[config.mk]
export PLATFORM = sky130hd
export DESIGN_NAME = irq_status_agg
export DESIGN_NICKNAME = d
export VERILOG_FILES = /design/src/rtl/irq_agg_pkg.sv /design/src/rtl/irq_w1c_bank.sv /design/src/rtl/irq_evt_pack.sv /design/src/rtl/irq_reg_decode.sv /design/src/rtl/irq_status_agg.sv
export SDC_FILE = /design/constraint.sdc
export NUM_CORES = 1
export LEC_CHECK = 0
export BUFFER_PORTS_ARGS = -buffer_cell sky130_fd_sc_hd__clkbuf_2
export CORE_MARGIN = 2
export CORE_UTILIZATION = 40
export CTS_CLUSTER_DIAMETER = 200
export DETAILED_ROUTE_END_ITERATION = 10
export PLACE_DENSITY = 0.72
export SYNTH_ARGS = -nofsm -noshare
export SYNTH_HDL_FRONTEND = slang
export SYNTH_SLANG_ARGS = --single-unit
[constraint.sdc]
create_clock -name clk -period 1.7 [get_ports clk]
set_input_delay 0.17 -clock clk [delete_from_list [all_inputs] [get_ports clk]]
set_output_delay 0.17 -clock clk [all_outputs]
set_load 0.01 [all_outputs]
[src/rtl/irq_agg_pkg.sv]
package irq_agg_pkg;
  localparam int DATA_W      = 32;
  localparam int NUM_EP      = 8;
  localparam int BIT_BUSRST  = 0;
  localparam int BIT_SOF     = 1;
  localparam int BIT_PSOF    = 2;
  localparam int BIT_SUSPEND = 3;
  localparam int BIT_RESUME  = 4;
  localparam int BIT_SETUP   = 5;
  localparam int BIT_DMA     = 6;
  localparam int EP_TX_BASE  = 8;
  localparam int EP_RX_BASE  = EP_TX_BASE + NUM_EP;
  localparam int STATUS_ADDR = 0;
  localparam int REASON_ADDR = 1;

  function automatic logic [DATA_W-1:0] status_impl_mask();
    logic [DATA_W-1:0] m;
    m = '0;
    for (int b = BIT_BUSRST; b <= BIT_DMA; b++) m[b] = 1'b1;
    for (int e = 0; e < NUM_EP; e++) begin
      m[EP_TX_BASE + e] = 1'b1;
      m[EP_RX_BASE + e] = 1'b1;
    end
    return m;
  endfunction

  localparam logic [DATA_W-1:0] STATUS_IMPL = status_impl_mask();
  localparam logic [DATA_W-1:0] STATUS_KEEP = DATA_W'(1) << BIT_BUSRST;
endpackage

[src/rtl/irq_w1c_bank.sv]
module irq_w1c_bank #(
  parameter int               WIDTH = 32,
  parameter logic [WIDTH-1:0] IMPL  = '1,
  parameter logic [WIDTH-1:0] KEEP  = '0
) (
  input  logic             clk,
  input  logic             rst_n,
  input  logic             flush,
  input  logic [WIDTH-1:0] set_vec,
  input  logic [WIDTH-1:0] clr_vec,
  output logic [WIDTH-1:0] q,
  output logic [WIDTH-1:0] q_nxt
);
  // set dominates clear; flush keeps only the KEEP positions of set_vec
  always_comb begin
    if (flush) q_nxt = set_vec & KEEP;
    else       q_nxt = ((q & ~clr_vec) | set_vec) & IMPL;
  end

  always_ff @(posedge clk or negedge rst_n) begin
    if (!rst_n) q <= '0;
    else        q <= q_nxt;
  end
endmodule

[src/rtl/irq_evt_pack.sv]
module irq_evt_pack
  import irq_agg_pkg::*;
(
  input  logic [NUM_EP-1:0] ep_tx_evt,
  input  logic [NUM_EP-1:0] ep_rx_evt,
  input  logic              setup_evt,
  input  logic              resume_evt,
  input  logic              suspend_evt,
  input  logic              psof_evt,
  input  logic              sof_evt,
  input  logic              busrst_evt,
  input  logic              dma_pending,
  output logic [DATA_W-1:0] set_vec
);
  logic [DATA_W-1:0] ep_part;
  logic [DATA_W-1:0] bus_part;

  for (genvar e = 0; e < NUM_EP; e++) begin : g_ep
    assign ep_part[EP_TX_BASE + e] = ep_tx_evt[e];
    assign ep_part[EP_RX_BASE + e] = ep_rx_evt[e];
  end
  if (EP_RX_BASE + NUM_EP < DATA_W) begin : g_hi
    assign ep_part[DATA_W-1:EP_RX_BASE+NUM_EP] = '0;
  end
  assign ep_part[EP_TX_BASE-1:0] = '0;

  always_comb begin
    bus_part              = '0;
    bus_part[BIT_BUSRST]  = busrst_evt;
    bus_part[BIT_SOF]     = sof_evt;
    bus_part[BIT_PSOF]    = psof_evt;
    bus_part[BIT_SUSPEND] = suspend_evt;
    bus_part[BIT_RESUME]  = resume_evt;
    bus_part[BIT_SETUP]   = setup_evt;
    bus_part[BIT_DMA]     = dma_pending;
  end

  assign set_vec = ep_part | bus_part;
endmodule

[src/rtl/irq_reg_decode.sv]
module irq_reg_decode
  import irq_agg_pkg::*;
#(
  parameter int ADDR_W    = 4,
  parameter int DMA_SRC_W = 8
) (
  input  logic                 reg_sel,
  input  logic                 reg_wr,
  input  logic [ADDR_W-1:0]    reg_addr,
  input  logic [DATA_W-1:0]    reg_wdata,
  input  logic [DATA_W-1:0]    status_q,
  input  logic [DMA_SRC_W-1:0] reason_q,
  output logic [DATA_W-1:0]    clr_status,
  output logic [DMA_SRC_W-1:0] clr_reason,
  output logic [DATA_W-1:0]    reg_rdata
);
  localparam logic [ADDR_W-1:0] A_STATUS = ADDR_W'(STATUS_ADDR);
  localparam logic [ADDR_W-1:0] A_REASON = ADDR_W'(REASON_ADDR);

  logic wr_hit, rd_hit;
  assign wr_hit = reg_sel &  reg_wr;
  assign rd_hit = reg_sel & ~reg_wr;

  assign clr_status = (wr_hit && reg_addr == A_STATUS) ? reg_wdata : '0;
  assign clr_reason = (wr_hit && reg_addr == A_REASON) ? reg_wdata[DMA_SRC_W-1:0] : '0;

  always_comb begin
    reg_rdata = '0;
    if (rd_hit) begin
      if (reg_addr == A_STATUS)      reg_rdata = status_q;
      else if (reg_addr == A_REASON) reg_rdata = DATA_W'(reason_q);
    end
  end
endmodule

[src/rtl/irq_status_agg.sv]
module irq_status_agg
  import irq_agg_pkg::*;
#(
  parameter int ADDR_W    = 4,
  parameter int DMA_SRC_W = 8
) (
  input  logic                 clk,
  input  logic                 rst_n,
  input  logic                 reg_sel,
  input  logic                 reg_wr,
  input  logic [ADDR_W-1:0]    reg_addr,
  input  logic [31:0]          reg_wdata,
  output logic [31:0]          reg_rdata,
  input  logic [7:0]           ep_tx_evt,
  input  logic [7:0]           ep_rx_evt,
  input  logic                 setup_evt,
  input  logic                 resume_evt,
  input  logic                 suspend_evt,
  input  logic                 psof_evt,
  input  logic                 sof_evt,
  input  logic                 busrst_evt,
  input  logic [DMA_SRC_W-1:0] dma_src_evt,
  output logic                 irq
);
  logic [DATA_W-1:0]    status_q, status_nxt, status_set, clr_status;
  logic [DMA_SRC_W-1:0] reason_q, reason_nxt, clr_reason;
  logic                 irq_q;

  irq_evt_pack u_pack (
    .ep_tx_evt   (ep_tx_evt),
    .ep_rx_evt   (ep_rx_evt),
    .setup_evt   (setup_evt),
    .resume_evt  (resume_evt),
    .suspend_evt (suspend_evt),
    .psof_evt    (psof_evt),
    .sof_evt     (sof_evt),
    .busrst_evt  (busrst_evt),
    .dma_pending (|reason_q),
    .set_vec     (status_set)
  );

  irq_reg_decode #(.ADDR_W(ADDR_W), .DMA_SRC_W(DMA_SRC_W)) u_dec (
    .reg_sel    (reg_sel),
    .reg_wr     (reg_wr),
    .reg_addr   (reg_addr),
    .reg_wdata  (reg_wdata),
    .status_q   (status_q),
    .reason_q   (reason_q),
    .clr_status (clr_status),
    .clr_reason (clr_reason),
    .reg_rdata  (reg_rdata)
  );

  irq_w1c_bank #(.WIDTH(DATA_W), .IMPL(STATUS_IMPL), .KEEP(STATUS_KEEP)) u_status (
    .clk     (clk),
    .rst_n   (rst_n),
    .flush   (busrst_evt),
    .set_vec (status_set),
    .clr_vec (clr_status),
    .q       (status_q),
    .q_nxt   (status_nxt)
  );

  irq_w1c_bank #(.WIDTH(DMA_SRC_W)) u_reason (
    .clk     (clk),
    .rst_n   (rst_n),
    .flush   (1'b0),
    .set_vec (dma_src_evt),
    .clr_vec (clr_reason),
    .q       (reason_q),
    .q_nxt   (reason_nxt)
  );

  // interrupt flop tracks the next status value so it lines up with status_q
  always_ff @(posedge clk or negedge rst_n) begin
    if (!rst_n) irq_q <= 1'b0;
    else        irq_q <= |status_nxt;
  end
  assign irq = irq_q;

  logic unused_ok;
  assign unused_ok = ^reason_nxt;
endmodule

* Yosys cells after proc, flatten, opt, wreduce, memory -nomap -nowiden
Index checks and enable logic that the tools add are counted.
Word-level totals: register bits after elaboration 33, bits in latches 0, memory bits (writable) 0, ROM bits 0, bits of input ports 70, output and inout bits 33, word-level logic and storage cells 25, memories 0
Operators by class: $add $sub $neg 0, multipliers 0, div/mod/pow operators 0, magnitude comparators 0, equal/unequal tests 1, shift-type cells 0, mux-type cells 6, bitwise logic cells 10, reduce and logical (&&, ||, !) cells 5
Operator list (count):
- 24-bit 2-to-1 mux | 3
- 32-bit 2-to-1 mux | 1
- 32-bit OR reduction | 1
- 24-bit bitwise AND | 1
- 24-bit inverter | 1
- 24-bit bitwise OR | 1
- 24-bit by 7-bit bitwise OR with 24-bit output | 1
- 8-bit 2-to-1 mux | 2
- 8-bit bitwise AND | 1
- 8-bit inverter | 1
- 8-bit bitwise OR | 1
- 8-bit OR reduction | 1
- 4-bit by 1-bit == test with 1-bit output (second input constant) | 1
- 4-bit logical NOT | 1
- 1-bit bitwise AND | 2
- 1-bit logical AND | 2
- 1-bit inverter | 1

* Logic depth before layout (Yosys ltp)
word-level depth 8, gate-level depth with buffers 7

* Cells and area by module
A second synthesis with hierarchy kept.
Second synthesis, totals: cells, all modules 354, area total of the unflattened synthesis 2757.6 µm²
Modules (own cells, without submodules):
- irq_w1c_bank (u_status) | instances 1, cells each 112, area each 1071.0 µm², sequential area each 575.6 µm²
- irq_reg_decode | instances 1, cells each 160, area each 900.9 µm², sequential area each 0.0 µm²
- irq_w1c_bank (u_reason) | instances 1, cells each 33, area each 421.7 µm², sequential area each 200.2 µm²
- irq_evt_pack | instances 1, cells each 33, area each 244.0 µm², sequential area each 0.0 µm²
- irq_status_agg | instances 1, cells each 16, area each 120.1 µm², sequential area each 25.0 µm²

* Worst setup path before layout
Ideal clock, no wire load.
kind input -> register, from input port reg_addr[1], to register irq_q, in the netlist irq, arrival 1.708 ns, path slack -0.150 ns, cell stages on the path 6, cell sequence nor4_4 -> buf_6 -> a41oi_2 -> or4_1 -> a2111oi_2 -> o211ai_1
On the way: word-level cells in the longest chain between the ends 8
Ends and longest elaborated chain:
- start: declaration | line irq_status_agg.sv:11 | input logic [ADDR_W-1:0] reg_addr,
- 4-bit logical NOT | line irq_reg_decode.sv:24 | assign clr_status = (wr_hit && reg_addr == A_STATUS) ? reg_wdata : '0;
- 1-bit logical AND | line irq_reg_decode.sv:24
- 24-bit 2-to-1 mux | line irq_reg_decode.sv:24
- 24-bit inverter | line irq_w1c_bank.sv:17 | else q_nxt = ((q & ~clr_vec) | set_vec) & IMPL;
- 24-bit bitwise AND | line irq_w1c_bank.sv:17
- 24-bit bitwise OR | line irq_w1c_bank.sv:17
- 24-bit 2-to-1 mux | line irq_w1c_bank.sv:16 | if (flush) q_nxt = set_vec & KEEP;
- 32-bit OR reduction | line irq_status_agg.sv:77 | else irq_q <= |status_nxt;
- end signal: assignment | line irq_status_agg.sv:77
- end: declaration | line irq_status_agg.sv:27 | logic irq_q;
No other way between the ends.

* Final worst setup path
from register u_status.q[23], to register irq_q, in the netlist irq
On the way: word-level cells in the longest chain between the ends 4
Ends and longest elaborated chain:
- start: declaration | line irq_w1c_bank.sv:11 | output logic [WIDTH-1:0] q,
- start signal: assignment | line irq_w1c_bank.sv:22 | else q <= q_nxt;
- 24-bit bitwise AND | line irq_w1c_bank.sv:17
- 24-bit bitwise OR | line irq_w1c_bank.sv:17
- 24-bit 2-to-1 mux | line irq_w1c_bank.sv:16
- 32-bit OR reduction | line irq_status_agg.sv:77
No other way between the ends.

==> results.toml <==
[status]
outcome = "complete, but fails checks"
violations = "setup timing"

[finish]
seq_area_um2 = 801
design_area_um2 = 2730
final_layout_size_suffix_gt1_share_pct = 41.6
fin_util_pct = 61.9
area_delta_synth_final_pct = 47.3
n_antenna_cell = 0
instances_no_fill = 393
multi_input_area_um2 = 1010
layout.nets = 410
fill_cells = 373

[clock_network]
numCtsBuffers = 5
cts_tree = "yes"
clock-sinks = 32
h-tree-depth = 2
path_clk_slew_ns = 0.07
clock_latency_ns = 0.28
cts-root-buf = "clkbuf_8"
cts_buffer_depth = 2

[pwr]
pwr-share-seq_pct = 46.8
cellLeakagePower_nw = 1.30
ir_drop_mv = 0.406
power_mw = 1.76
switchingPower_mw = 0.460
clkPwrFrac_pct = 34.1
combPwrFrac_pct = 19.1
powerDensity_nw_per_um2 = 644
intPower_mw = 1.30
switching_share_pct = 26.1

[global_route]
grt_pass1_wl_um = 8650
track_usage_pct = 21.4
antenna_found_initial = 0
grt.busiest_layer = "met2"
met1_usage_pct = 28.8
grt_pass1_vias = 1932
met3_usage_pct = 5.69
grtUsageMet2_pct = 35.1
grt_overflow_total = 0
grt_max_degree = 24

[synth]
muxShareOfSynthArea_pct = 0
synth_seq_cells = 32
post_synth_main_area_contributors = "dfrtp_1 43%, and2_1 7.4%, nor2_1 6.1%, a21oi_1 5.4%, nand2_1 5.3%"
synthDominantCellAreaShare_pct = 43.2
synth_xor_area_share_pct = 0
ys_warn_count = 0
syn_avg_cell_area_um2 = 8.55
synth_top_area_cell = "dfrtp_1"
synth-simple-area-share_pct = 30.4
ys_seq_area_share_pct = 43.2
syn_inst = 217
synthAdderAreaFrac_pct = 0
synth_compound_area_share_pct = 18.7
synth_top_family_by_area = "simple AND/OR/NAND/NOR gates"
syn_area_um2 = 1860
yosysUniqueCellTypes = 30

[placement]
dp_hpwl_um = 4190
place.port_buffers = 86
routabilityCongestion = 0.853
place_ws_ns = -0.316
placed_area_um2 = 2550
dp_cells = 382

[worst_setup_path]
path_max_fanout = 2
worstPathRequired_ns = 1.86
crit_chain = "nor2b_1, a2111oi_0, nand4_1, nor4_2, o211ai_1"
slowest_delay_ns = 0.46
cp-startpoint = "u_status.q[23]$_DFF_PN0_"
worstReg2RegStart = "u_status.q[23]$_DFF_PN0_"
critPathCaptureType = "flop"
crit_slowest_cell = "a2111oi_0"
arrival_ns = 1.87
path_buf_inv = 0
startpoint_type = "flop"
critPathKind = "flop to flop"
crit_family = "simple AND/OR/NAND/NOR gates"

[timing]
fin_crit_ns = 1.71
slew_viol_final = 0
worstMarginPinSlew_ns = 0.556
fin_ws_ns = -0.00794
rsz0062_at_grt = "true"
whs_ns = 0.0572
post-route-period-util_pct = 100
fin_tns_setup_ns = -0.00794
setup_viol = 1
maxSlewHeadroom_pct = 63.0
fmax_mhz = 586
hold_viol = 0
fin_skew_ns = 0.00393

[route]
drt-total-wl_um = 5250
drt_pass1_iterations = 4
antenna_left = 0
vias_per_cell = 5.03
vias = 1975
first_iter_violations = 97
drc = 0
wl_per_cell_um = 13.4

[floorplan]
die_w_um = 72.1
initial_core_util_pct = 42.0
core_um2 = 4410
fp.dieArea_um2 = 5200
die_y_um = 72.1
rows = 24
ioPinCount = 103

[hold_path]
hold_start = "dma_src_evt[5]"
min_path_type = "input port to flop"

[job]
drv_cap = 0
==> path summary, 6_finish.rpt <==
kind | slack [ns] | endpoint | cells after the start
worst max-delay path | -0.008 | irq$_DFF_PN0_ | 5
worst min-delay path | 0.06 | u_reason.q[5]$_DFF_PN0_ | 2
worst max register to register | -0.008 | irq$_DFF_PN0_ | 5
worst min register to register | 0.51 | u_reason.q[1]$_DFF_PN0_ | 1
max in group asynchronous | 0.79 | u_status.q[10]$_DFF_PN0_ | 3
min in group asynchronous | 0.40 | u_status.q[0]$_DFF_PN0_ | 2
==> metal layers <==
metal | wire [um] | part of all wire, %
met2 | 2530 | 48
met1 | 2360 | 45
met3 | 323 | 6.2
met4 | 36 | 0.69
met5 | 0 | 0
==> final cells by class <==
type                       instances  area share [%]
clock buffer                       8            3.30
inverter                          11            1.51
multi-input combinational        165            36.8
sequential                        32            29.3
tap                               52            2.38
timing repair buffer             125            26.7
==> logic make-up (layout without fill, tap and decap cells) <==
logic type / Yosys count / count (layout)
buffers and inverters: 27 / 144
and+or+nand+nor: 108 / 108
DFF: 32 / 32
other: 1 / 8
AOI/OAI and AO/OA: 49 / 49
==> timing repair <==
item / CTS / global route
endpoints found under the setup margin: 9 / 17
pin swaps: 3 / 1
setup buffers: 2 / 0
endpoints found under the hold margin: 20 / 0
hold buffers: 1 / 0
gates resized for setup: 8 / 6
==> power groups by stage <==
| stage | Sequential, mW | Clock, mW | Combinational, mW |
|---|---|---|---|
| CTS | 0.822 | 0.614 | 0.331 |
| detailed placement | 0.835 | 0 | 0.312 |
| floorplan | 0.834 | 0 | 0.124 |
| global route | 0.826 | 0.656 | 0.375 |
| finish | 0.823 | 0.600 | 0.337 |
| global placement | 0.834 | 0 | 0.309 |
==> layout by cell type (no fill, tap or decap), types with 2 or more instances in the layout <==
master      n
a2111oi_2   2
a2111oi_4   2
a21o_1      9
a21oi_1    20
a22oi_1     7
a311oi_1    2
a41oi_1     3
and2_1     22
buf_4      37
clkbuf_1    2
clkbuf_2   86
clkbuf_8    6
conb_1      8
dfrtp_1    32
inv_1      10
nand2_1    26
nor2_1     29
nor2b_1    11
nor4_1      7
or4_1       3
==> Yosys cell counts, drive strengths merged <==
master / count
a2111oi: 5
a21o: 9
a21oi: 20
a22oi: 7
a311oi: 2
a41oi: 4
and2: 22
and4b: 1
buf: 10
clkbuf: 6
conb: 1
dfrtp: 32
inv: 11
nand2: 26
nand2b: 1
nand4: 1
nor2: 30
nor2b: 12
nor3: 2
nor4: 9
nor4b: 1
o2111ai: 1
o211ai: 1
or4: 3
==> registers in the layout, indices dropped and copies added (netlist names) <==
name	count
u_status.q	23
irq	1
u_reason.q	8
No activity file was read; power rests on OpenSTA's default activity.
